## src/rtl/xbus_pkg.sv

```systemverilog
package xbus_pkg;
    localparam int XB_AW = 16;
    localparam int XB_DW = 8;
    localparam int XB_HW = XB_AW - XB_DW;

    typedef enum logic [1:0] {
        OP_CODE  = 2'd0,
        OP_READ  = 2'd1,
        OP_WRITE = 2'd2,
        OP_RSVD  = 2'd3
    } xb_op_e;

    typedef enum logic [2:0] {
        ST_IDLE   = 3'd0,
        ST_ADDR   = 3'd1,
        ST_HOLD   = 3'd2,
        ST_SETUP  = 3'd3,
        ST_STRB_A = 3'd4,
        ST_STRB_B = 3'd5,
        ST_RECOV  = 3'd6
    } xb_state_e;

    typedef struct packed {
        xb_op_e            op;
        logic              narrow;
        logic [XB_AW-1:0]  addr;
        logic [XB_DW-1:0]  wdata;
    } xb_req_t;
endpackage

```

## src/rtl/xbus_seq.sv

```systemverilog
module xbus_seq
    import xbus_pkg::*;
#(
    parameter int INT_ROM_BYTES = 4096
) (
    input  logic             clk,
    input  logic             rst_n,
    input  logic             req_valid,
    input  xb_op_e           req_op,
    input  logic [XB_AW-1:0] req_addr,
    input  logic             int_rom_en,
    output xb_state_e        state_q,
    output logic             accept_ext,
    output logic             accept_int,
    output logic             req_ready
);
    localparam logic [XB_AW:0] ROM_LIMIT = (XB_AW+1)'(INT_ROM_BYTES);

    xb_state_e state_d;
    logic      is_internal;

    always_comb begin
        req_ready   = (state_q == ST_IDLE) || (state_q == ST_RECOV);
        is_internal = int_rom_en && (req_op == OP_CODE) &&
                      ({1'b0, req_addr} < ROM_LIMIT);
        accept_int  = req_valid && req_ready && is_internal;
        accept_ext  = req_valid && req_ready && !is_internal &&
                      (req_op != OP_RSVD);
    end

    always_comb begin
        state_d = state_q;
        unique case (state_q)
            ST_IDLE:   state_d = accept_ext ? ST_ADDR : ST_IDLE;
            ST_ADDR:   state_d = ST_HOLD;
            ST_HOLD:   state_d = ST_SETUP;
            ST_SETUP:  state_d = ST_STRB_A;
            ST_STRB_A: state_d = ST_STRB_B;
            ST_STRB_B: state_d = ST_RECOV;
            ST_RECOV:  state_d = accept_ext ? ST_ADDR : ST_IDLE;
            default:   state_d = ST_IDLE;
        endcase
    end

    always_ff @(posedge clk or negedge rst_n) begin
        if (!rst_n) state_q <= ST_IDLE;
        else        state_q <= state_d;
    end
endmodule

```

## src/rtl/xbus_req_reg.sv

```systemverilog
module xbus_req_reg
    import xbus_pkg::*;
(
    input  logic    clk,
    input  logic    rst_n,
    input  logic    load,
    input  xb_req_t req_in,
    output xb_req_t req_q
);
    always_ff @(posedge clk or negedge rst_n) begin
        if (!rst_n)    req_q <= '0;
        else if (load) req_q <= req_in;
    end
endmodule

```

## src/rtl/xbus_pins.sv

```systemverilog
module xbus_pins
    import xbus_pkg::*;
(
    input  xb_state_e        state_q,
    input  xb_req_t          req_q,
    output logic [XB_DW-1:0] ad_out,
    output logic             ad_oe,
    output logic [XB_HW-1:0] hi_out,
    output logic             hi_oe,
    output logic             ale,
    output logic             code_rd_n,
    output logic             rd_n,
    output logic             wr_n
);
    logic is_write;
    logic uses_hi;
    logic strobe_on;

    always_comb begin
        is_write  = (req_q.op == OP_WRITE);
        uses_hi   = (req_q.op == OP_CODE) || !req_q.narrow;
        strobe_on = 1'b0;
        ale       = 1'b0;
        ad_oe     = 1'b0;
        ad_out    = '0;
        code_rd_n = 1'b1;
        rd_n      = 1'b1;
        wr_n      = 1'b1;
        unique case (state_q)
            ST_IDLE: begin
            end
            ST_ADDR: begin
                ale    = 1'b1;
                ad_oe  = 1'b1;
                ad_out = req_q.addr[XB_DW-1:0];
            end
            ST_HOLD: begin
                ad_oe  = 1'b1;
                ad_out = req_q.addr[XB_DW-1:0];
            end
            ST_SETUP, ST_RECOV: begin
                ad_oe  = is_write;
                ad_out = is_write ? req_q.wdata : '0;
            end
            ST_STRB_A, ST_STRB_B: begin
                strobe_on = 1'b1;
                ad_oe     = is_write;
                ad_out    = is_write ? req_q.wdata : '0;
            end
            default: begin
            end
        endcase
        if (strobe_on) begin
            code_rd_n = !(req_q.op == OP_CODE);
            rd_n      = !(req_q.op == OP_READ);
            wr_n      = !is_write;
        end
        hi_oe  = (state_q != ST_IDLE) && uses_hi;
        hi_out = hi_oe ? req_q.addr[XB_AW-1:XB_DW] : '0;
    end
endmodule

```

## src/rtl/xbus_return.sv

```systemverilog
module xbus_return
    import xbus_pkg::*;
(
    input  logic             clk,
    input  logic             rst_n,
    input  xb_state_e        state_q,
    input  xb_op_e           op_q,
    input  logic             accept_int,
    input  logic [XB_DW-1:0] ad_in,
    output logic [XB_DW-1:0] rdata,
    output logic             done,
    output logic             int_hit
);
    always_ff @(posedge clk or negedge rst_n) begin
        if (!rst_n) begin
            rdata   <= '0;
            done    <= 1'b0;
            int_hit <= 1'b0;
        end else begin
            if (state_q == ST_STRB_B && op_q != OP_WRITE) rdata <= ad_in;
            done    <= (state_q == ST_RECOV);
            int_hit <= accept_int;
        end
    end
endmodule

```

## src/rtl/xbus_ctrl.sv

```systemverilog
module xbus_ctrl
    import xbus_pkg::*;
#(
    parameter int INT_ROM_BYTES = 4096
) (
    input  logic             clk,
    input  logic             rst_n,
    input  logic             req_valid,
    input  logic [1:0]       req_op,
    input  logic             req_narrow,
    input  logic [XB_AW-1:0] req_addr,
    input  logic [XB_DW-1:0] req_wdata,
    input  logic             int_rom_en,
    output logic             req_ready,
    output logic [XB_DW-1:0] rdata,
    output logic             done,
    output logic             int_hit,
    output logic [XB_DW-1:0] ad_out,
    output logic             ad_oe,
    input  logic [XB_DW-1:0] ad_in,
    output logic [XB_HW-1:0] hi_out,
    output logic             hi_oe,
    output logic             ale,
    output logic             code_rd_n,
    output logic             rd_n,
    output logic             wr_n
);
    xb_state_e state_q;
    logic      accept_ext;
    logic      accept_int;
    xb_req_t   req_in;
    xb_req_t   req_q;

    always_comb begin
        req_in.op     = xb_op_e'(req_op);
        req_in.narrow = req_narrow;
        req_in.addr   = req_addr;
        req_in.wdata  = req_wdata;
    end

    xbus_seq #(.INT_ROM_BYTES(INT_ROM_BYTES)) u_seq (
        .clk        (clk),
        .rst_n      (rst_n),
        .req_valid  (req_valid),
        .req_op     (req_in.op),
        .req_addr   (req_addr),
        .int_rom_en (int_rom_en),
        .state_q    (state_q),
        .accept_ext (accept_ext),
        .accept_int (accept_int),
        .req_ready  (req_ready)
    );

    xbus_req_reg u_req (
        .clk    (clk),
        .rst_n  (rst_n),
        .load   (accept_ext),
        .req_in (req_in),
        .req_q  (req_q)
    );

    xbus_pins u_pins (
        .state_q   (state_q),
        .req_q     (req_q),
        .ad_out    (ad_out),
        .ad_oe     (ad_oe),
        .hi_out    (hi_out),
        .hi_oe     (hi_oe),
        .ale       (ale),
        .code_rd_n (code_rd_n),
        .rd_n      (rd_n),
        .wr_n      (wr_n)
    );

    xbus_return u_ret (
        .clk        (clk),
        .rst_n      (rst_n),
        .state_q    (state_q),
        .op_q       (req_q.op),
        .accept_int (accept_int),
        .ad_in      (ad_in),
        .rdata      (rdata),
        .done       (done),
        .int_hit    (int_hit)
    );
endmodule

```

## config.mk

```make
export PLATFORM = sky130hd
export DESIGN_NAME = xbus_ctrl
export DESIGN_NICKNAME = d
export VERILOG_FILES = /design/src/rtl/xbus_pkg.sv /design/src/rtl/xbus_seq.sv /design/src/rtl/xbus_req_reg.sv /design/src/rtl/xbus_pins.sv /design/src/rtl/xbus_return.sv /design/src/rtl/xbus_ctrl.sv
export SDC_FILE = /design/constraint.sdc
export NUM_CORES = 1
export LEC_CHECK = 0
export ABC_CLOCK_PERIOD_IN_PS = 4700
export CAP_MARGIN = 20
export CORE_UTILIZATION = 40
export CTS_CLUSTER_DIAMETER = 120
export DETAILED_ROUTE_END_ITERATION = 7
export PLACE_DENSITY = 0.75
export SLEW_MARGIN = 5
export SYNTH_ARGS = -nofsm -noshare
export SYNTH_HDL_FRONTEND = slang
export SYNTH_SLANG_ARGS = --single-unit
export TNS_END_PERCENT = 50
```

## constraint.sdc

```tcl
create_clock -name clk -period 4.7 [get_ports clk]
set_clock_uncertainty 0.1 [all_clocks]
set_input_delay 1.41 -clock clk [delete_from_list [all_inputs] [get_ports clk]]
set_output_delay 1.41 -clock clk [all_outputs]
set_load 0.05 [all_outputs]
```

* Word level (Yosys, flattened, before mapping)
Cells that the tools add are included.
Storage, ports and cells: bits in registers 40, input bits 39, output and inout port bits 33, word-level logic and storage cells 53
Operators by class: order comparisons 1, equal/unequal tests 10, multiplexer cells 11, reduce and logical (&&, ||, !) cells 23
Operator list (number):
- case mux 3 bit (6 select lines) | 1
- < comparator 16 x 13 -> 1 bit, second input constant | 1
- 2-to-1 mux 8 bit | 2
- case mux 8 bit (2 select lines) | 1
- equality test 3 bit, second input constant | 3
- logical AND 1 bit | 8
- equality test 3 x 2 -> 1 bit, second input constant | 2
- 2-to-1 mux 1 bit | 6
- OR reduction 2 bit | 3
- zero test 1 bit | 5
- zero test 2 bit | 2
- != test 2 bit, second input constant | 2
- OR reduction 4 bit | 1
- equality test 3 x 1 -> 1 bit, second input constant | 1
- zero test 3 bit | 1
- nonzero test 3 bit | 1
- equality test 2 x 1 -> 1 bit, second input constant | 1
- equality test 2 bit, second input constant | 1
- logical OR 1 bit | 2
- case mux 1 bit (2 select lines) | 1

* Longest topological paths before layout
Gate-level depths: netlist of run 1.
depth after elaboration 8, depth in mapped cells 6, mapped depth without buffers 4

* Cells and area by module
From an unflattened synthesis of run 1, not the netlist that was laid out.
Unflattened totals: cells, all modules 129, area total of the unflattened synthesis 1904.3 sq um
Modules (own cells, without submodules):
- xbus_req_reg | instances 1, cells each 57, area an instance 1106.1 sq um
- xbus_return | instances 1, cells each 22, area an instance 382.9 sq um
- xbus_pins | instances 1, cells each 31, area an instance 232.7 sq um
- xbus_seq | instances 1, cells each 19, area an instance 182.7 sq um

* Worst setup path after synthesis of run 1
OpenSTA, ideal clock, no wires.
kind reg2out, start register u_req.req_q[26] (netlist name), end output hi_out[0], data arrival time 1621 ps, required time 3190 ps, slack 1569 ps, stages on the path, launching flop included 4, buffers on the path 0, cell sequence dfrtp_1 o21ai_0 o31a_1 and2_1
On the way: cells in the longest elaborated chain, start to end 4
Ends and longest elaborated chain:
- zero test 2 bit | line xbus_pins.sv:21 | uses_hi = (req_q.op == OP_CODE) || !req_q.narrow;
- logical OR 1 bit | line xbus_pins.sv:21
- logical AND 1 bit | line xbus_pins.sv:58 | hi_oe = (state_q != ST_IDLE) && uses_hi;
- net hi_oe | line xbus_ctrl.sv:22 | output logic hi_oe,
- 2-to-1 mux 8 bit | line xbus_pins.sv:59 | hi_out = hi_oe ? req_q.addr[XB_AW-1:XB_DW] : '0;
- to (decl) | line xbus_ctrl.sv:21 | output logic [XB_HW-1:0] hi_out,
The timed path passes the listed nets, and every way through them passes these cells.

* Worst setup path in the final report of run 1
start register u_seq.state_q[1], end output ad_out[4]
On the way: cells in the longest elaborated chain, start to end 3, elaborated cells on any way between the ends 9, those cells by class eq/ne: 6; mux: 1; reduce/logical: 2
Ends and longest elaborated chain:
- from (decl) | line xbus_seq.sv:12 | output xb_state_e state_q,
- from (signal assigned) | line xbus_seq.sv:47 | else state_q <= state_d;
- equality test 3 x 2 -> 1 bit, or another cell as far along | line xbus_pins.sv:29 | unique case (state_q)
- OR reduction 4 bit (no line) / OR reduction 2 bit (equally long branches)
- case mux 8 bit (2 select lines) (*) | line xbus_pins.sv:29
- to (decl) | line xbus_ctrl.sv:18 | output logic [XB_DW-1:0] ad_out,
Mark *: on every way between the ends. The rest lies on a longest branch, timed or not.

==> results.json, run 1 <==
{
  "cpPeakStageDelay_ns": 0.80,
  "yosysWarningCount": 0,
  "dieArea_sq_mm": 0.00482,
  "timing.rr.end": "u_req.req_q[7]",
  "drive_above_1_share_pct": 23.2,
  "fp.dieW_um": 69.4,
  "grt_overflow": 0,
  "fin_hold_ws_ns": 0.396,
  "detail_route.wl_per_cell_um": 15.4,
  "synth.distinct_cells": 23,
  "layout_commonest_cell": "clkdlybuf4s50_1",
  "grt_pass1_wl_mm": 6.62,
  "layout_common_cells": "clkdlybuf4s50_1 (70), dfrtp_1 (40), mux2_4 (18), mux2_2 (16), a22o_1 (9)",
  "numClockSinks": 40,
  "drt_wl_total_mm": 3.92,
  "fin_util_pct": 61.1,
  "post_cts_resized": 0,
  "slowest_stage": "clkdlybuf4s50_1",
  "p_leak_uw": 0.00116,
  "numCtsBuffers": 5,
  "path_buf_inv": 1,
  "reg2reg_from": "u_seq.state_q[2]",
  "core-area_sq_mm": 0.00435,
  "rr_worst_depth": 4,
  "start_util_pct": 41.8,
  "ys_ff_latch": 40,
  "vias_per_cell": 5.02,
  "first_global_vias": 1351,
  "ant_nets": 0,
  "worstPathMaxFanout": 9,
  "die_h_um": 69.4,
  "antennaDiodeCount": 0,
  "num_vias": 1279,
  "syn_nets": 166,
  "portBuffers": 71,
  "ff2ff_setup_slack_ns": 2.61,
  "layout.nets": 241,
  "hold_path_depth": 1,
  "ios": 72,
  "drt-initial-drc-count": 35,
  "rsz0062_at_grt": "no",
  "status": "finished, final reports clean",
  "setup_viol": 0,
  "dr.pass1.iters": 4,
  "syn2layout_area_growth_pct": 46.5,
  "antenna_found_initial": 0,
  "maxSlewViolCount": 0,
  "maxCapViolCount": 0,
  "ys_seq_area_share_pct": 55.1,
  "endpoint_kind": "output port",
  "max_freq_mhz": 240,
  "clk_pin_slew_ns": 0.07,
  "cp.required_ns": 3.19,
  "min-delay-start": "u_req.req_q[19]",
  "cp-start-kind": "flip-flop",
  "cts_root_buffer": "clkbuf_8",
  "cts_hold_buf": 0,
  "post-dp-hpwl_mm": 2.92,
  "hold_violations": 0,
  "hold_end": "u_req.req_q[19]",
  "timing.final.crit_share_pct": 88.6,
  "tightestPinTransition_ns": 0.870,
  "setup_tns_ns": 0,
  "htree_levels": 2,
  "grt_max_degree": 41,
  "syn_inst": 127,
  "track_usage_pct": 17.5,
  "critPathKind": "reg -> out",
  "cp_cell_sequence": "nand2b_1 > a21oi_1 > a22o_1 > clkdlybuf4s50_1",
  "synth_area_sq_mm": 0.00182,
  "globalplace.congestion": 0.764,
  "power.total_uw": 2320,
  "cp_data_arrival_time_ns": 2.65,
  "cts_tree": "done",
  "clk_latency_ns": 0.29,
  "power_density_mw_per_mm2": 872,
  "crit_family": "compound AO/OA/AOI/OAI gates",
  "finalCriticalPeriod_ns": 4.16,
  "post_cts_buffers": 0,
  "hold_class": "reg -> reg",
  "drc": 0,
  "peakVddDrop_mv": 0.474,
  "relSlewSlack_pct": 42.0,
  "fp-row-count": 24,
  "cts_buffer_depth": 2,
  "avgSynthCellArea_sq_um": 14.3
}
## per-stage QoR
stage	cell area, sq um	instances	worst slack, ns
3_3_place_gp	2550	247	0.931
6_report	2660	255	0.536
3_5_place_dp	2550	247	0.828
4_1_cts	2660	255	0.504
2_1_floorplan	1820	127	1.57
5_1_grt	2660	255	0.371
## worst max path at each step
stage	end	slack (ns)	cells past startpoint	startpoint
3_3_place_gp	ad_out[4]	0.93	4	u_seq.state_q[0]
6_report	ad_out[4]	0.54	4	u_seq.state_q[1]
2_1_floorplan	hi_out[0]	1.57	3	u_req.req_q[26]
4_1_cts	ad_out[4]	0.50	4	u_seq.state_q[0]
3_5_place_dp	ad_out[0]	0.83	4	u_seq.state_q[1]
5_1_grt	ad_out[4]	0.37	5	u_seq.state_q[2]
## area by class of cell
type	instances	area, sq um
clock buffers	6	72.6
clock inverters	2	35.0
fillers	337	1690
inverters	1	3.75
multi-input cells	83	779
flip-flops and latches	40	1000
well taps	52	65.1
repair buffers	71	706
## flip-flops by register name, summed over array words and instances (netlist names)
signal,cells
u_req.req_q,27
u_ret.rdata,8
u_seq.state_q,3
u_ret.done,1
u_ret.int_hit,1
## synth_stat cells, drive strengths merged
library cell   n  area [sq um]
inv            1          3.75
xnor2          1          8.76
nand2          5          18.8
nand3          1          5.00
mux2          34           450
nand2b         5          31.3
and2           8          50.1
or2            2          12.5
nor4           1          6.26
or3            1          6.26
o31a           1          8.76
dfrtp         40          1000
buf            3          33.8
nor2           7          33.8
and3           1          6.26
o21ai          3          15.0
nor3b          1          12.5
nand4          1          21.3
xor2           1          8.76
a22o           9          78.8
a21oi          1          5.00
## kinds of logic (layout without fill, tap and decap cells)
kind of cell | Yosys count | count (layout) | synth area share [%]
buf+inv | 4 | 80 | 2.06
mux | 34 | 34 | 24.8
compound gates | 14 | 14 | 5.92
xor+xnor | 2 | 2 | 0.964
simple gates | 33 | 33 | 11.2
flops | 40 | 40 | 55.1
## layer usage
layer  GRT usage [%]  part of all wire, %  wire length [um]  up-vias
met2            29.3                   52              2020       37
met3            4.80                  4.9               193       10
met1            21.8                   41              1630      631
met5               0                    0                 0        -
li1                -                    -                 -      601
met4            6.12                  2.0                78        0
## report_power, final
group	internal, uW	switching, uW
registers	514	113
logic	594	830
clock network	157	114
(Power assumes the default switching activity.)
==> run 2, diff against run 1 <==
--- a/config.mk
+++ b/config.mk
@@ -7,6 +7,7 @@
 export LEC_CHECK = 0
 export ABC_CLOCK_PERIOD_IN_PS = 4700
 export CAP_MARGIN = 20
+export CORE_MARGIN = 5
 export CORE_UTILIZATION = 40
 export CTS_CLUSTER_DIAMETER = 120
 export DETAILED_ROUTE_END_ITERATION = 7
==> run 2 against run 1 <==
Critical path depth is the same. Sequential cell count is the same. Worst setup slack gained 0.094 ns. Via count shrank 0.39%. Worst hold slack gained 0.0034 ns. Total power grew 1.7%. Register-to-register slack lost 0.05 ns. Routed wire length grew 8.1%. Highest routed layer unchanged.
==> results.json, run 2 (synthesis results as in run 1) <==
{
  "cp_data_arrival_time_ns": 2.56,
  "cpPeakStageDelay_ns": 0.80,
  "clk_pin_slew_ns": 0.08,
  "path_buf_inv": 1,
  "tightestPinTransition_ns": 0.875,
  "antennaDiodeCount": 0,
  "maxCapViolCount": 0,
  "layout.nets": 241,
  "post_cts_buffers": 0,
  "ant_nets": 0,
  "clk_latency_ns": 0.28,
  "grt_pass1_wl_mm": 6.90,
  "htree_levels": 2,
  "grt_max_degree": 41,
  "crit_family": "buffers and inverters",
  "drt-initial-drc-count": 60,
  "relSlewSlack_pct": 41.7,
  "detail_route.wl_per_cell_um": 16.6,
  "place_inst": 247,
  "hold_violations": 0,
  "met1_usage_pct": 18.1,
  "cp-start-kind": "flip-flop",
  "drive_above_1_share_pct": 23.6,
  "peakVddDrop_mv": 0.367,
  "maxSlewViolCount": 0,
  "syn2layout_area_growth_pct": 47.5,
  "antenna_found_initial": 0,
  "portBuffers": 71,
  "hold_class": "reg -> reg",
  "final_cells": 255,
  "layout_common_cells": "clkdlybuf4s50_1 (70), dfrtp_1 (40), mux2_4 (18), mux2_2 (16), a22o_1 (9)",
  "drt_wl_total_mm": 4.24,
  "track_usage_pct": 14.3,
  "cts_tree": "done",
  "multiInputGateArea_sq_um": 779,
  "numClockSinks": 40,
  "core-area_sq_mm": 0.00438,
  "hold_path_depth": 1,
  "p_leak_uw": 0.00117,
  "reg_top3": "u_req.req_q: 27 flops, u_ret.rdata: 8 flops, u_seq.state_q: 3 flops",
  "cts_buffer_depth": 2,
  "numCtsBuffers": 5,
  "cp.required_ns": 3.19,
  "slowest_stage": "clkdlybuf4s50_1",
  "worstPathMaxFanout": 9,
  "fin_util_pct": 61.2,
  "dr.pass1.iters": 4,
  "vias_per_cell": 5.00,
  "ios": 72,
  "post_cts_resized": 0,
  "cp_cell_sequence": "nand2b_1 > a21oi_1 > a22o_1 > clkdlybuf4s50_1",
  "status": "finished, final reports clean",
  "cts_hold_buf": 0,
  "setup_tns_ns": 0,
  "top_usage_layer": "met2",
  "regMostFlops": "u_req.req_q",
  "critPathKind": "reg -> out",
  "largest_reg_flops": 27,
  "num_vias": 1274,
  "finalCriticalPeriod_ns": 4.07,
  "rsz0062_at_grt": "no",
  "fp.dieW_um": 77.4,
  "grt_overflow": 0,
  "die_h_um": 77.4,
  "setup_viol": 0,
  "grtUsageMet3_pct": 3.70,
  "postLayoutCellArea_sq_mm": 0.00268,
  "power.total_uw": 2360,
  "rr_worst_depth": 4,
  "n_fill_cell": 334,
  "power_density_mw_per_mm2": 881,
  "globalplace.congestion": 0.759,
  "drc": 0,
  "max_freq_mhz": 246,
  "layout_commonest_cell": "clkdlybuf4s50_1",
  "cp.depth": 4,
  "fp-row-count": 24,
  "placed_area_sq_mm": 0.00255,
  "seq_area_sq_mm": 0.00100,
  "endpoint_kind": "output port",
  "first_global_vias": 1403,
  "use_met2_pct": 23.8,
  "dieArea_sq_mm": 0.00599,
  "timing.final.crit_share_pct": 86.6,
  "cts_root_buffer": "clkbuf_8",
  "start_util_pct": 41.5
}
## run 2: where the power goes
part           internal [uW]  switching (uW)
logic                    594             837
clock network            187             112
registers                514             117
## run 2: area by class of cell
type                       instances  share of cell area, %
tap                               52                   2.43
timing repair buffer              71                   26.3
sequential                        40                   37.3
multi-input combinational         83                   29.1
clock buffer                       7                   3.59
inverter                           1                  0.140
clock inverter                     1                   1.12
## run 2: through the flow
step / setup WS (ns) / hold slack [ns]
after floorplan: 1.57 / 0.358
after global placement: 1.03 / 0.378
after detailed placement: 0.973 / 0.385
after CTS: 0.636 / 0.402
after global routing: 0.497 / 0.417
final: 0.630 / 0.399
## run 2: routing by layer
| metal | wire length, um | vias to the layer above |
|---|---|---|
| met5 | 0 | - |
| met4 | 36 | 0 |
| met3 | 167 | 4 |
| met2 | 2210 | 31 |
| met1 | 1830 | 641 |
| li1 | - | 598 |
## run 2: final timing paths
path / end / startpoint / slack [ns]
setup reg to reg: u_req.req_q[8] / u_seq.state_q[2] / 2.56
max in group asynchronous: u_req.req_q[26] / rst_n / 2.81
min in group asynchronous: u_ret.rdata[6] / rst_n / 1.14
setup / recovery: ad_out[3] / u_seq.state_q[0] / 0.63
hold / removal: u_req.req_q[22] / u_req.req_q[22] / 0.40
hold reg to reg: u_req.req_q[22] / u_req.req_q[22] / 0.40
